==> src/rtl/rxd_pkg.sv <==
package rxd_pkg;
  localparam int WORD_BYTES = 4;
  localparam int LEN_FIELD_W = 16;
  localparam int CRC_BYTES = 4;
  localparam logic [1:0] OWN_MAC = 2'b10;
  localparam logic [1:0] OWN_CPU = 2'b00;

  typedef enum logic [2:0] {
    S_IDLE, S_RD_STAT, S_RD_BUF, S_RD_NEXT,
    S_RECV, S_WR_DATA, S_WR_STAT, S_DROP
  } rxd_state_e;

  function automatic logic owned_by_mac(input logic [31:0] w);
    return w[31:30] == OWN_MAC;
  endfunction

  function automatic logic too_long(input logic [LEN_FIELD_W-1:0] nbytes,
                                    input logic [LEN_FIELD_W-1:0] maxlen);
    return ({1'b0, nbytes} + (LEN_FIELD_W+1)'(CRC_BYTES)) > {1'b0, maxlen};
  endfunction

  function automatic logic [31:0] status_word(input logic [LEN_FIELD_W-1:0] nbytes,
                                              input logic big, input logic irq);
    logic [31:0] w;
    w = '0;
    w[31:30] = OWN_CPU;
    w[20] = 1'b1;
    w[19] = big;
    w[16] = irq;
    w[15:0] = nbytes + LEN_FIELD_W'(CRC_BYTES);
    return w;
  endfunction
endpackage

==> src/rtl/rxd_byte_packer.sv <==
module rxd_byte_packer #(
  parameter int BYTES = 4
) (
  input  logic               clk,
  input  logic               rst_n,
  input  logic               clr,
  input  logic               push,
  input  logic [7:0]         din,
  output logic [8*BYTES-1:0] word,
  output logic [BYTES-1:0]   strb,
  output logic               lane_last
);
  localparam int LANE_W = (BYTES > 1) ? $clog2(BYTES) : 1;
  logic [LANE_W-1:0] lane;

  assign lane_last = (lane == LANE_W'(BYTES-1));

  always_ff @(posedge clk or negedge rst_n) begin
    if (!rst_n) lane <= '0;
    else if (clr) lane <= '0;
    else if (push) lane <= lane_last ? '0 : lane + 1'b1;
  end

  for (genvar g = 0; g < BYTES; g++) begin : g_lane
    always_ff @(posedge clk or negedge rst_n) begin
      if (!rst_n) begin
        word[8*g +: 8] <= '0;
        strb[g] <= 1'b0;
      end else if (clr) begin
        strb[g] <= 1'b0;
      end else if (push && lane == LANE_W'(g)) begin
        word[8*g +: 8] <= din;
        strb[g] <= 1'b1;
      end
    end
  end
endmodule

==> src/rtl/rxd_len_track.sv <==
module rxd_len_track
  import rxd_pkg::*;
#(
  parameter int MAX_LEN = 1518
) (
  input  logic                   clk,
  input  logic                   rst_n,
  input  logic                   clr,
  input  logic                   inc,
  output logic [LEN_FIELD_W-1:0] count,
  output logic                   next_too_long
);
  logic [LEN_FIELD_W-1:0] count_next;

  assign count_next = count + 1'b1;
  assign next_too_long = too_long(count_next, LEN_FIELD_W'(MAX_LEN));

  always_ff @(posedge clk or negedge rst_n) begin
    if (!rst_n) count <= '0;
    else if (clr) count <= '0;
    else if (inc) count <= count_next;
  end
endmodule

==> src/rtl/rxd_writer.sv <==
module rxd_writer
  import rxd_pkg::*;
#(
  parameter int ADDR_W = 32,
  parameter int MAX_LEN = 1518
) (
  input  logic              clk,
  input  logic              rst_n,
  input  logic              ctl_rx_on,
  input  logic              ctl_long_ok,
  input  logic              ctl_irq_en,
  input  logic [ADDR_W-1:0] desc_base,
  input  logic              in_valid,
  input  logic [7:0]        in_data,
  input  logic              in_last,
  output logic              in_ready,
  output logic              mem_req,
  output logic              mem_we,
  output logic [ADDR_W-1:0] mem_addr,
  output logic [31:0]       mem_wdata,
  output logic [3:0]        mem_strb,
  input  logic              mem_ack,
  input  logic [31:0]       mem_rdata,
  output logic [ADDR_W-1:0] cur_desc,
  output logic              evt_rx_good,
  output logic              evt_early,
  output logic              evt_desc_unavail
);
  localparam logic [ADDR_W-1:0] OFS_BUF  = ADDR_W'(4);
  localparam logic [ADDR_W-1:0] OFS_NEXT = ADDR_W'(12);
  localparam logic [ADDR_W-1:0] STEP     = ADDR_W'(WORD_BYTES);

  rxd_state_e st;
  logic [ADDR_W-1:0] wr_addr, nxt_desc;
  logic last_seen, big, first_wr, rx_on_q;

  // named internal events
  logic hs, drop_now, keep_byte, pk_clr, len_clr;
  logic [31:0] pk_word;
  logic [3:0]  pk_strb;
  logic        pk_lane_last;
  logic [LEN_FIELD_W-1:0] len_count;
  logic len_next_tl;
  logic st_idle, start_frame, rx_on_rise;

  assign st_idle     = (st == S_IDLE);
  assign rx_on_rise  = ctl_rx_on && !rx_on_q;
  assign start_frame = st_idle && ctl_rx_on && rx_on_q && in_valid;
  assign in_ready    = (st == S_RECV) || (st == S_DROP);
  assign hs          = in_valid && in_ready;
  assign drop_now    = len_next_tl && !ctl_long_ok;
  assign keep_byte   = (st == S_RECV) && hs && !drop_now;
  assign pk_clr      = ((st == S_WR_DATA) && mem_ack) || ((st == S_RD_NEXT) && mem_ack);
  assign len_clr     = (st == S_RD_NEXT) && mem_ack;

  rxd_byte_packer #(.BYTES(WORD_BYTES)) u_pack (
    .clk(clk), .rst_n(rst_n), .clr(pk_clr), .push(keep_byte), .din(in_data),
    .word(pk_word), .strb(pk_strb), .lane_last(pk_lane_last)
  );

  rxd_len_track #(.MAX_LEN(MAX_LEN)) u_len (
    .clk(clk), .rst_n(rst_n), .clr(len_clr), .inc(keep_byte),
    .count(len_count), .next_too_long(len_next_tl)
  );

  assign evt_desc_unavail = (st == S_RD_STAT) && mem_ack && !owned_by_mac(mem_rdata);
  assign evt_early        = (st == S_WR_DATA) && mem_ack && first_wr;
  assign evt_rx_good      = (st == S_WR_STAT) && mem_ack;

  always_comb begin
    mem_req   = 1'b0;
    mem_we    = 1'b0;
    mem_addr  = cur_desc;
    mem_wdata = '0;
    mem_strb  = '0;
    unique case (st)
      S_RD_STAT: mem_req = 1'b1;
      S_RD_BUF:  begin mem_req = 1'b1; mem_addr = cur_desc + OFS_BUF; end
      S_RD_NEXT: begin mem_req = 1'b1; mem_addr = cur_desc + OFS_NEXT; end
      S_WR_DATA: begin
        mem_req = 1'b1; mem_we = 1'b1; mem_addr = wr_addr;
        mem_wdata = pk_word; mem_strb = pk_strb;
      end
      S_WR_STAT: begin
        mem_req = 1'b1; mem_we = 1'b1;
        mem_wdata = status_word(len_count, big, ctl_irq_en);
        mem_strb = 4'hF;
      end
      default: ;
    endcase
  end

  always_ff @(posedge clk or negedge rst_n) begin
    if (!rst_n) begin
      st        <= S_IDLE;
      cur_desc  <= '0;
      wr_addr   <= '0;
      nxt_desc  <= '0;
      last_seen <= 1'b0;
      big       <= 1'b0;
      first_wr  <= 1'b0;
      rx_on_q   <= 1'b0;
    end else begin
      rx_on_q <= ctl_rx_on;
      unique case (st)
        S_IDLE: begin
          if (rx_on_rise) cur_desc <= desc_base;
          else if (start_frame) st <= S_RD_STAT;
        end
        S_RD_STAT: if (mem_ack) st <= owned_by_mac(mem_rdata) ? S_RD_BUF : S_DROP;
        S_RD_BUF: if (mem_ack) begin
          wr_addr <= {mem_rdata[ADDR_W-1:2], 2'b00};
          st <= S_RD_NEXT;
        end
        S_RD_NEXT: if (mem_ack) begin
          nxt_desc  <= mem_rdata[ADDR_W-1:0];
          big       <= 1'b0;
          last_seen <= 1'b0;
          first_wr  <= 1'b1;
          st        <= S_RECV;
        end
        S_RECV: if (hs) begin
          if (drop_now) st <= in_last ? S_IDLE : S_DROP;
          else begin
            big       <= big | len_next_tl;
            last_seen <= in_last;
            if (pk_lane_last || in_last) st <= S_WR_DATA;
          end
        end
        S_WR_DATA: if (mem_ack) begin
          wr_addr  <= wr_addr + STEP;
          first_wr <= 1'b0;
          st       <= last_seen ? S_WR_STAT : S_RECV;
        end
        S_WR_STAT: if (mem_ack) begin
          cur_desc <= nxt_desc;
          st       <= S_IDLE;
        end
        S_DROP: if (hs && in_last) st <= S_IDLE;
        default: st <= S_IDLE;
      endcase
    end
  end
endmodule

==> config.mk <==
export PLATFORM = sky130hd
export DESIGN_NAME = rxd_writer
export DESIGN_NICKNAME = d
export VERILOG_FILES = /design/src/rtl/rxd_pkg.sv /design/src/rtl/rxd_byte_packer.sv /design/src/rtl/rxd_len_track.sv /design/src/rtl/rxd_writer.sv
export SDC_FILE = /design/constraint.sdc
export NUM_CORES = 1
export LEC_CHECK = 0
export ABC_CLOCK_PERIOD_IN_PS = 4100
export BUFFER_PORTS_ARGS = -buffer_cell sky130_fd_sc_hd__buf_2
export CAP_MARGIN = 20
export CELL_PAD_IN_SITES_DETAIL_PLACEMENT = 1
export CELL_PAD_IN_SITES_GLOBAL_PLACEMENT = 1
export CORE_UTILIZATION = 42
export CTS_CLUSTER_DIAMETER = 40
export DETAILED_ROUTE_END_ITERATION = 8
export GPL_ROUTABILITY_DRIVEN = 0
export PLACE_DENSITY = 0.85
export SYNTH_ARGS = -nofsm -noshare
export SYNTH_HDL_FRONTEND = slang
export SYNTH_HIERARCHICAL = 1
export SYNTH_SLANG_ARGS = --single-unit
==> constraint.sdc <==
create_clock -name clk -period 4.1 [get_ports clk]
set_input_delay 0.41 -clock clk [delete_from_list [all_inputs] [get_ports clk]]
set_output_delay 0.41 -clock clk [all_outputs]
set_load 0.05 [all_outputs]
==> impl_results.md, run 1 <==
- Status: finished with violations
- Failing checks: negative hold slack
- RSZ-0062 raised after global routing: true
- Die height: about 150 um
- Final wirelength: around 35000 um
- DRC viols: 0
- Share of layout cells above drive strength 1: 0.231
- # H-tree levels: 4
- Crit path max fanout: 14
- Minimum clock period: about 3.9 ns
- Core area: about 23000 um2
- Final Cycle Share: 0.950
- Die area: 23800 um2
- Rows: 55
- Final Hold Fails: 4
- Psw: around 5.8 mW
- Post-synth top area cell: dfrtp_1
- Reg2reg end: u_len/count[6]
- Final core utilization: 0.508
- Top-count cell post-synth: nand2_1
- Total Power: about 11 mW
- F_max: 257 MHz
- CTS root buffer: clkbuf_16
- 1st-iter DRT viols: roughly 880
- R2r setup slk: approximately 0.20 ns
- Max cap viols: 0
- Nets: approximately 1400
- Largest net degree at the start of global routing: 77
- Initial antenna violation count: 1
- Area of the multi-input gates: approximately 5500 um2
- Top_reg_cell synth: dfrtp_1
- Multiplexer area fraction after synthesis: 0.0442
- TritonRoute pass-1 iters: 5
- Cell-internal power: roughly 4.7 mW
- Routed len/inst: 21.3 um
- Largest family of logic cells by synthesized area: simple AND/OR/NAND/NOR gates
- Synth Area in XOR/XNOR: 0.0369
- # fillers: 2798
- Async SR Flop Fraction: 1.00
- Vias in the first global route: roughly 10000
- Critical Path End: u_len/count[6]
- Remaining antenna violation count after routing: 0
- CP startpoint kind: register
- Compound-Gate Fraction of Synth Area: 0.162
- Num Clock Sinks: 155
- CTS max path bufs: 2
- CTS Buf Count: 17
- FF+latch count, synth: around 160
- Worst Setup Path Type: reg -> reg
- Clk network pwr share: 0.150
- Syn Inst Count: ~1200
- Area contributors post-synth: dfrtp_1 40%, nand2_1 11%, mux2_2 3.7%
- Commonest cells post-synth: 283 x nand2_1, 155 x dfrtp_1, 93 x nor2_1
- Crit. End Element: register
- Skew-Pair Late Insertion Delay: between 0.4 and 0.5 ns
- Pins Over Slew Limit: 0
- Max Clock Skew: ~0.0068 ns
- Total routing usage reported by global routing: 0.299
- Clock-pin slew on the worst setup and hold paths: approximately 0.07 ns
- Synth warn: 6
- Seq/Total Area, Yosys: 0.399
- Io pins: around 190
- Mapped Area: 9730 um2
- First-pass GRT wire length: ~55000 um
- Synth unique cells: 76
- Pleak: around 5.4 nW
- Hold Slack: -0.0112 ns
- Slew HR: 0.375
- Synth Area in Simple Gates: 0.299
- Req. time, crit path: 4.44 ns
- Average size of a mapped cell: between 8 and 9 um2
- Global route total overflow: 0
- CP arrival: around 4.2 ns
- CTS tree: yes
- Logic pwr share: 0.560
- Final HPWL from detailed placement: ~24000 um
- Worst min path class: in -> async
- Switching Share: 0.555
- Post-synthesis adder-cell area fraction: 0.0152
- Synth Net Count: roughly 1300
- RR Startpoint: u_len/count[1]
- PD cells: 912 nW/um2
- Tightest Pin Transition: between 0.9 and 1 ns
- IR drop worst, VDD: ~0.44 mV
- Number of synthesized flops with an enable pin: 0
- Routed via count: between 9000 and 10000
- CP Launch Point: u_len/count[1]
- Reg power frac: 0.290
- Post-CTS Hold Buffers: 0
- I/O Buffers: 185
- Register area: 3880 um2
- Worst r2r path cells: 14
- # setup viols final: 0
- Die W: roughly 150 um
- Initial Util: 0.428
- Vias/cell: 6.02
- Post-synth top area share: 0.399
- Synthesis-to-finish area growth: 18.5%
metrics by stage:
step,hold WS (ns),cell area (um2),worst slack [ns],setup TNS (ns),instances
global route,0.0612,11500,-0.0589,-0.0740,1634
finish,-0.0112,11500,0.203,0,1636
detailed placement,0.462,10900,0.211,0,1599
CTS,0.0368,11500,0.126,0,1631
floorplan,0.114,9730,0.0651,0,1180
global placement,0.455,10900,0.372,0,1599
what timing repair did:
| item | CTS | global route |
|---|---|---|
| resized for setup | 0 | 5 |
| buffers inserted | 0 | 3 |
| setup endpoints to repair | 0 | 42 |
sequential cells by signal, indices dropped and copies added (netlist names), 2 cells and up:
register     count
wr_addr         30
u_pack/lane      2
u_pack/word     32
u_len/count     16
st               3
u_pack/strb      4
cur_desc        32
nxt_desc        32
cells by family after synthesis:
kind of cell | after synthesis
buffers and inverters | 98
and+or+nand+nor | 598
xor gates and xnor gates | 41
DFF | 155
muxes | 39
AOI/OAI and AO/OA | 237
adders and majority gates | 12
power groups by stage:
stage          sequential [mW]  combinational (mW)  clock [mW]
2_1_floorplan             3.26                3.95           0
3_3_place_gp              3.00                5.66           0
3_5_place_dp              3.04                5.82           0
4_1_cts                   3.03                5.86        1.59
5_1_grt                   3.16                6.27        1.66
6_report                  3.05                5.89        1.58
cell usage in the layout, fill, tap and decap left out, types with 11 or more instances in the layout:
master,instances
xor2_1,20
buf_2,184
o311ai_0,11
a21oi_1,42
nand4_1,24
o21ai_0,55
xnor2_1,21
and3_1,14
inv_1,17
dfrtp_1,155
nand3_1,63
and2_1,24
nor2_1,92
o211ai_1,19
nor3_1,17
buf_4,30
mux2_2,32
a31oi_1,45
nand2_1,283
clkbuf_16,17
layout make-up:
| cell class | count | share of cell area |
|---|---|---|
| diodes | 2 | 0.000434 |
| clock buffers | 18 | 0.0372 |
| clock inverters | 14 | 0.0118 |
| inverters | 18 | 0.00586 |
| multi-input cells | 927 | 0.474 |
| flip-flops and latches | 155 | 0.336 |
| well taps | 285 | 0.0309 |
| repair buffers | 217 | 0.104 |
worst min path at each step:
stage | slack (ns) | endpoint | cells after the start | from
global placement | 0.45 | first_wr | 2 | first_wr
CTS | 0.04 | cur_desc[11] | 1 | rst_n
detailed placement | 0.46 | nxt_desc[20] | 2 | nxt_desc[20]
finish | -0.01 | cur_desc[11] | 1 | rst_n
floorplan | 0.11 | big | 0 | rst_n
global route | 0.06 | cur_desc[11] | 1 | rst_n
worst max-delay path: stages (launching register included):
cell and delay (ns):
dfrtp_1 0.45, ha_2 0.27, or4_4 0.54, a311oi_4 0.41, nand4_1 0.19, a311o_1 0.38, nand2_1 0.08, nand4b_1 0.16
nor2b_1 0.21, nor2_1 0.13, and2_1 0.25, buf_12 0.19, nand2_1 0.10, or3_1 0.31, a21oi_1 0.14
metal layers:
| metal | vias to the layer above | track usage | routed length, um |
|---|---|---|---|
| met1 | 4940 | 0.377 | 14900 |
| met4 | 0 | 0.119 | 1050 |
| met3 | 72 | 0.0474 | 1850 |
| li1 | 4497 | - | - |
| met5 | - | 0 | 0 |
| met2 | 338 | 0.512 | 17000 |
No activity file was read; power rests on OpenSTA's default activity.
==> run 2: changes to the inputs <==
--- a/config.mk
+++ b/config.mk
@@ -14,7 +14,7 @@
 export CTS_CLUSTER_DIAMETER = 40
 export DETAILED_ROUTE_END_ITERATION = 8
 export GPL_ROUTABILITY_DRIVEN = 0
-export PLACE_DENSITY = 0.85
+export PLACE_DENSITY_LB_ADDON = 0.12
 export SYNTH_ARGS = -nofsm -noshare
 export SYNTH_HDL_FRONTEND = slang
 export SYNTH_HIERARCHICAL = 1
==> run 2 against run 1 <==
Against the previous run:
- the flow now finishes without violations
- fmax is 0.96% higher
- sequential cell count stayed put
- die area stayed put
- combinational power is 2% lower
- critical endpoint is now u_len/count[15]
- largest power group unchanged
==> impl_results.md, run 2 (synthesis gave the netlist of run 1 again) <==
- F_max: 259 MHz (+0.96%)
- DRC viols: 0 (unchanged)
- I/O Buffers: 185 (unchanged)
- # H-tree levels: 4 (unchanged)
- Post-route setup TNS: 0 ns (unchanged)
- Worst r2r path cells: 15 (+1)
- Biggest regs: cur_desc x32, nxt_desc x32, u_pack/word x32
- Hold Slack: 0.0354 ns (+0.0466 ns)
- # setup viols final: 0 (unchanged)
- Initial Util: 0.428 (unchanged)
- # fillers: 2811 (+0.46%)
- Die W: 154 um (unchanged)
- Minimum clock period: 3.86 ns (-0.0371 ns)
- Global route total overflow: 0 (unchanged)
- Initial antenna violation count: 4 (+3)
- Routed via count: 9612 (-2.4%)
- Skew-Pair Late Insertion Delay: 0.44 ns (about the same)
- Routed len/inst: 20.4 um (-4.3%)
- Die area: 23800 um2 (unchanged)
- CTS max path bufs: 2 (unchanged)
- Total routing usage reported by global routing: 0.292 (-0.00697)
- CTS Buf Count: 17 (unchanged)
- Largest net degree at the start of global routing: 93 (+21%)
- Final Cycle Share: 0.941 (-0.00905)
- Status: finished clean
- Slew HR: 0.228 (-0.146)
- CTS root buffer: clkbuf_16
- Num Clock Sinks: 155 (unchanged)
- Tightest Pin Transition: 1.16 ns (+0.223 ns)
- Max Clock Skew: 0.0103 ns (+0.00345 ns)
- Crit. End Element: register
- TritonRoute pass-1 iters: 5 (unchanged)
- Clock-pin slew on the worst setup and hold paths: 0.08 ns (about the same)
- Max cap viols: 0 (unchanged)
- 1st-iter DRT viols: 466 (-47%)
- Register area: 3880 um2 (about the same)
- Most frequent cells in the layout: 283 x nand2_1, 184 x buf_2, 154 x dfrtp_1
- Crit path max fanout: 8 (-6)
- Worst min path class: in -> async
- Vias in the first global route: 9853 (-2.3%)
- Io pins: 186 (unchanged)
- Rows: 55 (unchanged)
- CP startpoint kind: register
- CTS tree: yes
- Req. time, crit path: 4.41 ns (-0.03 ns)
- Vias/cell: 5.87 (-2.5%)
- Share of layout cells above drive strength 1: 0.234 (+0.00297)
- Area of the multi-input gates: 5470 um2 (+0.18%)
- CP arrival: 4.17 ns (-0.06 ns)
- Commonest non-fill, non-tap cell in the layout: nand2_1
- Synthesis-to-finish area growth: 19.1%
- Final Hold Fails: 0 (-4)
- Final wirelength: 33400 um (-4.2%)
- Pleak: 5.38 nW (+0.51%)
- Core area: 22700 um2 (unchanged)
- Worst Setup Path Type: reg -> reg
- Final core utilization: 0.510 (+0.00220)
- Die height: 154 um (unchanged)
- IR drop worst, VDD: 0.522 mV (+17%)
- Remaining antenna violation count after routing: 0 (unchanged)
- First-pass GRT wire length: 54500 um (-1.6%)
- Nets: 1427 (unchanged)
- Pins Over Slew Limit: 0 (unchanged)
- PD cells: 912 nW/um2 (about the same)
- Final HPWL from detailed placement: 23800 um (-1.9%)
==> run 2: per-layer routing <==
layer | GRT usage | wire, um | vias up
li1 | - | - | 4499
met1 | 0.376 | 14800 | 4829
met2 | 0.497 | 16500 | 240
met3 | 0.0516 | 1470 | 42
met4 | 0.0919 | 622 | 2
met5 | 0 | 13 | -
==> run 2: path summary, 6_finish.rpt <==
kind	from	end	slack (ns)
setup / recovery	u_len/count[1]	u_len/count[15]	0.24
hold / removal	rst_n	cur_desc[13]	0.04
setup reg to reg	u_len/count[1]	u_len/count[15]	0.24
hold reg to reg	nxt_desc[5]	nxt_desc[5]	0.48
max in group asynchronous	rst_n	u_pack/word[4]	3.03
min in group clk	ctl_rx_on	rx_on_q	0.11
==> run 2: repair_timing <==
item	CTS	global route
setup buffers	0	1
setup endpoints to repair	0	48
hold buffers	0	0
gates resized for setup	0	8
==> run 2: critical path, cell delays in order, from the launching register on <==
cell      delay (ns)
dfrtp_1         0.45
ha_2            0.26
or4_4           0.54
a311oi_4        0.38
nand4_1         0.17
a311o_1         0.37
nand2_1         0.07
nand4b_1        0.18
nor2b_2         0.23
nor2_1          0.15
and2_2          0.25
nand3_1         0.19
nor2_2          0.17
nand3_1         0.11
xor2_1          0.16
nor2_1          0.06
==> run 2: power breakdown <==
part / leakage (nW) / total (mW) / switching (mW) / internal, mW
clock network: 0.300 / 1.71 / 0.770 / 0.936
logic: 3.17 / 5.78 / 4.15 / 1.63
registers: 1.92 / 3.08 / 0.884 / 2.19
==> run 2: final cells by class <==
type | instances | share of cell area
Inverter | 18 | 0.00583
Multi-Input combinational cell | 927 | 0.472
Antenna cell | 4 | 0.000864
Tap cell | 285 | 0.0308
Clock inverter | 15 | 0.0172
Timing Repair Buffer | 217 | 0.101
Clock buffer | 17 | 0.0367
Sequential cell | 155 | 0.335
==> run 2: through the flow <==
step / area (um2) / total power, mW / setup slack, ns / std cells
after global placement: 10900 / 8.69 / 0.284 / 1601
after CTS: 11500 / 10.6 / 0.0767 / 1633
after global routing: 11600 / 11.2 / -0.0655 / 1635
after detailed placement: 10900 / 8.84 / 0.123 / 1601
after floorplan: 9730 / 7.21 / 0.0651 / 1180
final: 11600 / 10.6 / 0.240 / 1638
